[config.mk]
export PLATFORM = sky130hd
export DESIGN_NAME = dma_desc_engine
export DESIGN_NICKNAME = d
export VERILOG_FILES = /design/src/rtl/dma_desc_pkg.sv /design/src/rtl/dma_cfg_regs.sv /design/src/rtl/dma_xfer_fsm.sv /design/src/rtl/dma_desc_engine.sv
export SDC_FILE = /design/constraint.sdc
export NUM_CORES = 1
export LEC_CHECK = 0
export BUFFER_PORTS_ARGS = -buffer_cell sky130_fd_sc_hd__buf_2
export CAP_MARGIN = 20
export CORE_ASPECT_RATIO = 1.4
export CORE_MARGIN = 8
export CORE_UTILIZATION = 42
export CTS_CLUSTER_SIZE = 24
export DETAILED_ROUTE_END_ITERATION = 16
export PLACE_DENSITY = 0.7
export SYNTH_ARGS = -nofsm -noshare
export SYNTH_HDL_FRONTEND = slang
export SYNTH_SLANG_ARGS = --single-unit
[constraint.sdc]
create_clock -name clk -period 3.7 [get_ports clk]
set_input_delay 0.555 -clock clk [delete_from_list [all_inputs] [get_ports clk]]
set_output_delay 0.555 -clock clk [all_outputs]
set_load 0.01 [all_outputs]
[src/rtl/dma_desc_pkg.sv]
package dma_desc_pkg;

  localparam int ADDR_W     = 32;
  localparam int DATA_W     = 32;
  localparam int CNT_W      = 32;
  localparam int WORD_BYTES = DATA_W / 8;
  localparam int BYTE_SH    = $clog2(WORD_BYTES);
  localparam int DESC_WORDS = 3;
  localparam int FIDX_W     = $clog2(DESC_WORDS);

  typedef enum logic [2:0] {
    ST_IDLE,   // waiting for a start write
    ST_FREQ,   // requesting the bus for the command fetch
    ST_FRD,    // reading the command block words
    ST_GAP,    // bus released between units (single-cycle mode)
    ST_CREQ,   // requesting the bus again for the next unit
    ST_RD,     // reading one source word
    ST_WR,     // writing one destination word
    ST_DONE    // completion, one cycle
  } dma_state_e;

  // Number of whole words needed to cover a byte count (rounded up).
  function automatic logic [CNT_W-1:0] round_up_words(input logic [CNT_W-1:0] nbytes);
    logic [CNT_W-1:0] tail;
    tail = nbytes & CNT_W'(WORD_BYTES - 1);
    return (nbytes >> BYTE_SH) + ((tail != '0) ? CNT_W'(1) : CNT_W'(0));
  endfunction

  // Clear the byte-offset bits of an address.
  function automatic logic [ADDR_W-1:0] word_align(input logic [ADDR_W-1:0] a);
    return a & ~ADDR_W'(WORD_BYTES - 1);
  endfunction

  // Address of the next word.
  function automatic logic [ADDR_W-1:0] next_word(input logic [ADDR_W-1:0] a);
    return a + ADDR_W'(WORD_BYTES);
  endfunction

  // Address of word idx inside the command block at base.
  function automatic logic [ADDR_W-1:0] desc_slot(input logic [ADDR_W-1:0] base,
                                                  input logic [FIDX_W-1:0] idx);
    return base + (ADDR_W'(idx) << BYTE_SH);
  endfunction

endpackage

[src/rtl/dma_cfg_regs.sv]
module dma_cfg_regs
  import dma_desc_pkg::*;
(
  input  logic              clk,
  input  logic              rst_n,
  input  logic              cfg_wr,
  input  logic              cfg_sel,
  input  logic [DATA_W-1:0] cfg_wdata,
  input  logic              busy,
  input  logic              xfer_done,
  output logic              start_go,
  output logic [ADDR_W-1:0] desc_base,
  output logic              burst_mode,
  output logic              irq
);

  logic start_wr;
  logic clear_wr;

  assign start_wr = cfg_wr && !cfg_sel;
  assign clear_wr = cfg_wr && cfg_sel;
  assign start_go = start_wr && !busy;

  always_ff @(posedge clk) begin
    if (!rst_n) begin
      desc_base  <= '0;
      burst_mode <= 1'b0;
    end else if (start_go) begin
      desc_base  <= word_align(ADDR_W'(cfg_wdata));
      burst_mode <= cfg_wdata[0];
    end
  end

  // Set has priority over clear.
  always_ff @(posedge clk) begin
    if (!rst_n)         irq <= 1'b0;
    else if (xfer_done) irq <= 1'b1;
    else if (clear_wr)  irq <= 1'b0;
  end

  p_start_ignored_r9: assert property (@(posedge clk) disable iff (!rst_n)
    (busy && start_wr) |=> ($stable(desc_base) && $stable(burst_mode)));

  p_irq_set_r8: assert property (@(posedge clk) disable iff (!rst_n)
    xfer_done |=> irq);

  p_irq_sticky_r8: assert property (@(posedge clk) disable iff (!rst_n)
    (irq && !clear_wr) |=> irq);

  p_irq_clear_r8: assert property (@(posedge clk) disable iff (!rst_n)
    (clear_wr && !xfer_done) |=> !irq);

endmodule

[src/rtl/dma_xfer_fsm.sv]
module dma_xfer_fsm
  import dma_desc_pkg::*;
(
  input  logic              clk,
  input  logic              rst_n,
  input  logic              start_go,
  input  logic [ADDR_W-1:0] desc_base,
  input  logic              burst_mode,
  input  logic              m_gnt,
  input  logic [DATA_W-1:0] m_rdata,
  input  logic              m_ack,
  output logic              busy,
  output logic              xfer_done,
  output logic              m_req,
  output logic              m_valid,
  output logic              m_we,
  output logic [ADDR_W-1:0] m_addr,
  output logic [DATA_W-1:0] m_wdata
);

  localparam logic [FIDX_W-1:0] FIDX_LAST = FIDX_W'(DESC_WORDS - 1);

  dma_state_e        state, state_n;
  logic [FIDX_W-1:0] fidx;
  logic [ADDR_W-1:0] src_ptr;
  logic [ADDR_W-1:0] dst_ptr;
  logic [CNT_W-1:0]  words_left;
  logic [DATA_W-1:0] data_q;

  // Named internal events, used by the next-state logic and the assertions.
  logic              fetch_done;
  logic              unit_done;
  logic              last_unit;
  logic [CNT_W-1:0]  fetched_words;

  assign fetched_words = round_up_words(CNT_W'(m_rdata));
  assign fetch_done    = (state == ST_FRD) && m_ack && (fidx == FIDX_LAST);
  assign unit_done     = (state == ST_WR) && m_ack;
  assign last_unit     = (words_left == CNT_W'(1));

  always_comb begin
    state_n = state;
    case (state)
      ST_IDLE: if (start_go) state_n = ST_FREQ;
      ST_FREQ: if (m_gnt)    state_n = ST_FRD;
      ST_FRD:  if (fetch_done) begin
                 if (fetched_words == '0) state_n = ST_DONE;
                 else if (burst_mode)     state_n = ST_RD;
                 else                     state_n = ST_GAP;
               end
      ST_GAP:  state_n = ST_CREQ;
      ST_CREQ: if (m_gnt) state_n = ST_RD;
      ST_RD:   if (m_ack) state_n = ST_WR;
      ST_WR:   if (unit_done) begin
                 if (last_unit)       state_n = ST_DONE;
                 else if (burst_mode) state_n = ST_RD;
                 else                 state_n = ST_GAP;
               end
      ST_DONE: state_n = ST_IDLE;
      default: state_n = ST_IDLE;
    endcase
  end

  always_ff @(posedge clk) begin
    if (!rst_n) state <= ST_IDLE;
    else        state <= state_n;
  end

  always_ff @(posedge clk) begin
    if (!rst_n) begin
      fidx       <= '0;
      src_ptr    <= '0;
      dst_ptr    <= '0;
      words_left <= '0;
      data_q     <= '0;
    end else begin
      if (state == ST_IDLE && start_go) fidx <= '0;
      if (state == ST_FRD && m_ack) begin
        case (fidx)
          FIDX_W'(0): src_ptr    <= word_align(ADDR_W'(m_rdata));
          FIDX_W'(1): dst_ptr    <= word_align(ADDR_W'(m_rdata));
          default:    words_left <= fetched_words;
        endcase
        fidx <= fidx + FIDX_W'(1);
      end
      if (state == ST_RD && m_ack) data_q <= m_rdata;
      if (unit_done) begin
        src_ptr    <= next_word(src_ptr);
        dst_ptr    <= next_word(dst_ptr);
        words_left <= words_left - CNT_W'(1);
      end
    end
  end

  always_comb begin
    m_addr = '0;
    case (state)
      ST_FRD:  m_addr = desc_slot(desc_base, fidx);
      ST_RD:   m_addr = src_ptr;
      ST_WR:   m_addr = dst_ptr;
      default: m_addr = '0;
    endcase
  end

  assign m_valid   = (state == ST_FRD) || (state == ST_RD) || (state == ST_WR);
  assign m_req     = m_valid || (state == ST_FREQ) || (state == ST_CREQ);
  assign m_we      = (state == ST_WR);
  assign m_wdata   = data_q;
  assign busy      = (state != ST_IDLE);
  assign xfer_done = (state == ST_DONE);

  p_access_granted_r4: assert property (@(posedge clk) disable iff (!rst_n)
    m_valid |-> (m_req && m_gnt));

  p_access_held_r4: assert property (@(posedge clk) disable iff (!rst_n)
    (m_valid && !m_ack) |=> (m_valid && $stable(m_addr) && $stable(m_we)));

  p_burst_hold_r5: assert property (@(posedge clk) disable iff (!rst_n)
    (unit_done && burst_mode && !last_unit) |=> m_req);

  p_burst_after_fetch_r5: assert property (@(posedge clk) disable iff (!rst_n)
    (fetch_done && burst_mode && fetched_words != '0) |=> m_req);

  p_single_release_r6: assert property (@(posedge clk) disable iff (!rst_n)
    (unit_done && !burst_mode && !last_unit) |=> !m_req);

  p_zero_len_r7: assert property (@(posedge clk) disable iff (!rst_n)
    (fetch_done && fetched_words == '0) |=> (xfer_done && !m_valid));

  p_done_idle_r8: assert property (@(posedge clk) disable iff (!rst_n)
    xfer_done |=> !busy);

endmodule

[src/rtl/dma_desc_engine.sv]
module dma_desc_engine
  import dma_desc_pkg::*;
(
  input  logic              clk,
  input  logic              rst_n,
  input  logic              cfg_wr,
  input  logic              cfg_sel,
  input  logic [DATA_W-1:0] cfg_wdata,
  output logic              busy,
  output logic              irq,
  output logic              m_req,
  input  logic              m_gnt,
  output logic              m_valid,
  output logic              m_we,
  output logic [ADDR_W-1:0] m_addr,
  output logic [DATA_W-1:0] m_wdata,
  input  logic [DATA_W-1:0] m_rdata,
  input  logic              m_ack
);

  logic              start_go;
  logic              xfer_done;
  logic [ADDR_W-1:0] desc_base;
  logic              burst_mode;

  dma_cfg_regs u_regs (
    .clk        (clk),
    .rst_n      (rst_n),
    .cfg_wr     (cfg_wr),
    .cfg_sel    (cfg_sel),
    .cfg_wdata  (cfg_wdata),
    .busy       (busy),
    .xfer_done  (xfer_done),
    .start_go   (start_go),
    .desc_base  (desc_base),
    .burst_mode (burst_mode),
    .irq        (irq)
  );

  dma_xfer_fsm u_fsm (
    .clk        (clk),
    .rst_n      (rst_n),
    .start_go   (start_go),
    .desc_base  (desc_base),
    .burst_mode (burst_mode),
    .m_gnt      (m_gnt),
    .m_rdata    (m_rdata),
    .m_ack      (m_ack),
    .busy       (busy),
    .xfer_done  (xfer_done),
    .m_req      (m_req),
    .m_valid    (m_valid),
    .m_we       (m_we),
    .m_addr     (m_addr),
    .m_wdata    (m_wdata)
  );

  p_reset_quiet_r10: assert property (@(posedge clk)
    !rst_n |=> (!busy && !irq && !m_req && !m_valid));

  p_irq_with_idle_r8: assert property (@(posedge clk) disable iff (!rst_n)
    $fell(busy) |-> $rose(irq) || irq);

endmodule

---- Word level (Yosys, flattened, before mapping) ----
Cells that the tools add are included.
word-level totals
  logic and storage cells ................. 86
  input port bits ......................... 70
  output and inout bits ................... 69
  bits in registers ....................... 165
operators by class
  reduce and logical (&&, ||, !) cells .... 29
  muxes and demuxes ....................... 25
  add/subtract/negate cells ............... 6
  equality and inequality tests ........... 17
operators by type and width
  operator                 number
  $mux W32                 9
  $pmux W32 S3             1
  $add A32 B3 Y32 const B  2
  $add A30 B32 Y32         1
  $add A32 B4 Y32          1
  $eq A32 B1 Y1 const B    1
  $logic_not A32 Y1        1
  $reduce_bool A32 Y1      1
  $sub A32 B1 Y32 const B  1
  $mux W3                  9
  $pmux W3 S8              1
  $eq A3 B3 Y1 const B     4
  $reduce_bool A2 Y1       5
  $logic_and A1 B1 Y1      8
  $ne A2 B1 Y1 const B     4
  $eq A3 B2 Y1 const B     2
  $ne A2 B2 Y1 const B     3
  $reduce_and A2 Y1        3
  $reduce_and A6 Y1        1
  $logic_or A1 B1 Y1       4
  $mux W2                  2
  $eq A3 B1 Y1 const B     1
  $logic_not A3 Y1         1
  $mux W1                  3
  7 further kinds          8

---- Logic depth before layout (Yosys ltp) ----
  word-level depth ........................ 7
  depth in mapped cells ................... 10
  gate-level depth less buffers ........... 10

---- By module ----
From an unflattened synthesis, not the netlist that was laid out.
second synthesis, totals
  cells, all modules ...................... 1,392
  area total of the unflattened synthesis .. 10,208.5 µm²
by module, submodules not included
  module        area each (µm²)  times used  cells each  seq. area each (µm²)
  dma_xfer_fsm  8,872.3          1           1,250       2,582.5
  dma_cfg_regs  1,336.3          1           142         640.6

---- Worst setup path after synthesis ----
No wires, ideal clock.
  kind .................................... in2reg
  start point ............................. input port m_rdata[0]
  end point ............................... register u_fsm.state[1]
  data arrival time ....................... 2.971 ns
  setup time .............................. 0.081 ns
  data required time ...................... 3.619 ns
  stages .................................. 10
  path buffers ............................ 0
  setup slack ............................. 0.649 ns
  cells stage by stage .................... or2_2 > ha_1 > ha_1 > and3_1 > nand3_1 > nor4_2 > and4_1 > o211ai_1 > or4_1 > a41oi_1
between the ends
  word-level cells in the longest chain between the ends .. 7
ends and longest elaborated chain
  what                    RTL line               text
  start: declaration      dma_desc_engine.sv:17  input logic [DATA_W-1:0] m_rdata,
  $reduce_bool A32 Y1     dma_desc_pkg.sv:26     return (nbytes >> BYTE_SH) + ((tail != '0) ? CNT_W'(1) : CNT_W'(0));
  $mux W1                 dma_desc_pkg.sv:26
  $add A30 B32 Y32        dma_desc_pkg.sv:26
  $logic_not A32 Y1       dma_xfer_fsm.sv:47     if (fetched_words == '0) state_n = ST_DONE;
  $mux W3                 dma_xfer_fsm.sv:47
  $mux W3                 dma_xfer_fsm.sv:46     ST_FRD: if (fetch_done) begin
  $pmux W3 S8             dma_xfer_fsm.sv:43     case (state)
  end signal: assignment  dma_xfer_fsm.sv:66     else state <= state_n;
  end: declaration        dma_xfer_fsm.sv:23     dma_state_e state, state_n;
No other way between the ends. The select of a mux whose other input is x is not followed.
A chain may end at the register's enable or synchronous reset.

---- Worst setup path after layout ----
  start point ............................. register u_fsm.fidx[0]
  end point ............................... output port m_addr[24]
between the ends
  word-level cells in the longest chain between the ends .. 2
ends and longest elaborated chain
  what                      RTL line               text
  start: declaration        dma_xfer_fsm.sv:24     logic [FIDX_W-1:0] fidx;
  start signal: assignment  dma_xfer_fsm.sv:84     fidx <= fidx + FIDX_W'(1);
  $add A32 B4 Y32           dma_desc_pkg.sv:42     return base + (ADDR_W'(idx) << BYTE_SH);
  $pmux W32 S3              dma_xfer_fsm.sv:97     case (state)
  end: declaration          dma_desc_engine.sv:15  output logic [ADDR_W-1:0] m_addr,
No other way between the ends.

==> metrics.csv <==
metric,value,unit
outcome,completed,
worstHoldStart,cfg_wdata[28],
met3_usage,4.13,%
clk_path_buf_depth,2,
num_rows,67,
ant_nets,0,
cp_data_arrival_time,2.88,ns
clkLatencyLatePin,0.44,ns
vias,10791,
clockPowerShare,37.3,%
grt_use_met2,37.0,%
r2r_slack,0.68,ns
antenna_found_initial,0,
drv_cap,0,
port_buffers,135,
yosys.cell_types.count,69,
relSlewSlack,26.1,%
endpoint_kind,output pin,
ys_ff_latch,161,
track_usage,21.5,%
gp_congestion,0.909,
final_cell_area,11800,sq um
switching_power,1.62,mW
yosys.area.top_type,dfxtp_1,
fp.coreArea,23900,sq um
dr.pass1.iters,7,
ys_async_sr_fraction,0,%
dp_hpwl,23.5,mm
cp-start-kind,register,
fillers,2398,
floorplan.initialDensity,42.7,%
drtIter0Drc,1040,
num_antenna_cells,0,
synth_edf_count,0,
max_freq,0.291,GHz
fin_tns_setup,0,ns
worstHoldEndpoint,u_regs.desc_base[28],
path_class,register to output pin,
rr_worst_depth,6,
power.density,429,nW/um^2
rsz0062_at_grt,no,
worst_slack,0.262,ns
cts_max_level,4,
grt_remaining_overflow,0,
fin_skew,0.0147,ns
r2r-start,u_fsm.words_left[8],
setup_viol,0,
p_seq_share,40.3,%
die_height,200,um
synth_cells,1413,
clock-root-buffer,clkbuf_16,
clock-sinks,161,
grt_pass1_wl,52.5,mm
hold_viol_final,0,
post-route-period-util,92.9,%
numCtsBuffers,17,
holdPathStages,3,
ios,139,
internal-power,3.42,mW
finalCriticalPeriod,3.44,ns
die-area,29600,sq um
synth-main-ff-cell,dfxtp_1,
yosys-top-cells-area,"dfxtp_1, nand2_1, a21oi_1",
final_core_util,49.2,%
grt_max_degree,116,
critPathMaxFanout,5,
p_leak,4.28,nW
finalPower,5.04,mW
grt.busiest_layer,met2,
dp_slack,0.137,ns
cts_hold_buf,0,
yosysTopAreaCellShare,31.6,%
holdWs,0.352,ns
grt_use_met1,25.3,%
dpl_cell_area,11100,sq um
required,3.14,ns
rr_endpoint,u_fsm.words_left[28],
clkSlewWorstSetupHoldPaths,0.06,ns
worstMarginPinSlew,1.11,ns
slew_viol_final,0,
drc,0,
drt_wl_total,32.6,mm
yosysSeqAreaShare,31.6,%
comb_power_share,22.4,%
wl_per_cell,18.1,um
peakVddDrop,344,uV
syn-cell-area,10200,sq um
finalNonFillerCells,1806,
syn_to_final_growth,15.3,%
vias_per_cell,5.98,
grt_pass1_vias,10247,
synth_warnings,0,
die_x,148,um
drive_above_1_share,15.2,%
hold_path.class,primary input to register,
syn_area_per_cell,7.21,sq um
p_sw_share,32.1,%
tritoncts,yes,
place_inst,1775,
final_nets,1567,
## placed cells by master, fill, tap and decap left out, types with 34 or more instances in the layout
cell and n:
a21boi_0 49, a21oi_1 104, a22oi_1 43, buf_2 135
buf_4 37, dfxtp_1 161, nand2_1 214, nand3_1 56
nand4_1 36, nor2_1 123, nor3_1 34, o21ai_0 84
o22ai_1 35, xor2_1 37
## metal layers
metal,part of all wire (%),wire [um],up-vias
li1,-,-,5261
met1,42,13600,5034
met2,49,15900,426
met3,6.2,2030,70
met4,3.2,1040,0
met5,0,0,-
## state kept, by name (all words and copies together), names as in the netlist
register           count
u_fsm.dst_ptr         30
u_fsm.fidx             2
u_fsm.m_wdata         32
u_fsm.src_ptr         30
u_fsm.state            3
u_fsm.words_left      32
u_regs.burst_mode      1
u_regs.desc_base      30
u_regs.irq             1
## logic make-up (layout without fill, tap and decap cells)
family / Yosys count / after routing / share of synthesized area, %
multiplexers: 3 / 3 / 0.295
AO/OA/AOI/OAI: 435 / 435 / 27.7
XOR/XNOR: 65 / 65 / 5.59
adder cells (fa/ha/maj): 12 / 12 / 1.55
flip-flops: 161 / 161 / 31.6
other: 1 / 2 / 0.0368
buffers and inverters: 136 / 218 / 5.20
AND/OR/NAND/NOR: 600 / 600 / 28.1
## worst max path at each step
stage / from / slack, ns / end
2_1_floorplan: m_rdata[0] / 0.65 / u_fsm.state[1]
3_3_place_gp: m_rdata[0] / 0.19 / u_fsm.state[1]
3_5_place_dp: m_rdata[0] / 0.14 / u_fsm.state[1]
4_1_cts: u_fsm.fidx[0] / 0.10 / m_addr[24]
5_1_grt: u_fsm.fidx[0] / 0.02 / m_addr[24]
6_report: u_fsm.fidx[0] / 0.26 / m_addr[24]
## critical path, stage by stage (launching register included)
cell,delay (ns)
dfxtp_1,0.41
ha_1,0.22
fa_1,0.26
inv_1,0.09
nor3_2,0.26
and2_1,0.26
and3_1,0.26
nand4_1,0.13
xor2_1,0.16
o22ai_1,0.21
buf_2,0.19
## power groups by stage
| stage | registers (mW) | logic (mW) | clock network, mW |
|---|---|---|---|
| after floorplan | 2.00 | 0.800 | 0 |
| after global placement | 2.06 | 1.09 | 0 |
| after detailed placement | 2.06 | 1.10 | 0 |
| after CTS | 2.03 | 1.11 | 1.91 |
| after global routing | 2.05 | 1.25 | 1.98 |
| final | 2.03 | 1.13 | 1.88 |
## synthesized netlist by cell type, types with 11 or more instances
cell	count
nor2b_1	15
nor3_1	36
o22ai_1	35
inv_1	14
a21boi_0	49
nand3_1	57
dfxtp_1	161
ha_1	11
xnor2_1	28
and2_1	23
a21oi_1	104
and4_1	12
a22oi_1	43
a31oi_1	26
or3_1	12
clkbuf_1	103
nor2_1	123
o21ai_0	84
a211oi_1	11
xor2_1	37
nand4_1	36
nand2_1	214
and3_1	30
nor4_1	13
## final cells by class
type / count / area, sq um / share of cell area (%)
Tap cell: 310 / 388 / 3.30
Clock buffer: 18 / 429 / 3.65
Sequential cell: 161 / 3220 / 27.4
Clock inverter: 12 / 186 / 1.59
Multi-Input combinational cell: 1117 / 6470 / 55.1
Timing Repair Buffer: 174 / 1000 / 8.52
Inverter: 14 / 52.6 / 0.447
## repair_timing
item	4_1_cts	5_1_grt
buffers inserted	0	0
gates resized for setup	0	2
hold endpoints to repair	0	0
setup endpoints to repair	0	2
Note: power is estimated with default switching activity, not from simulation.
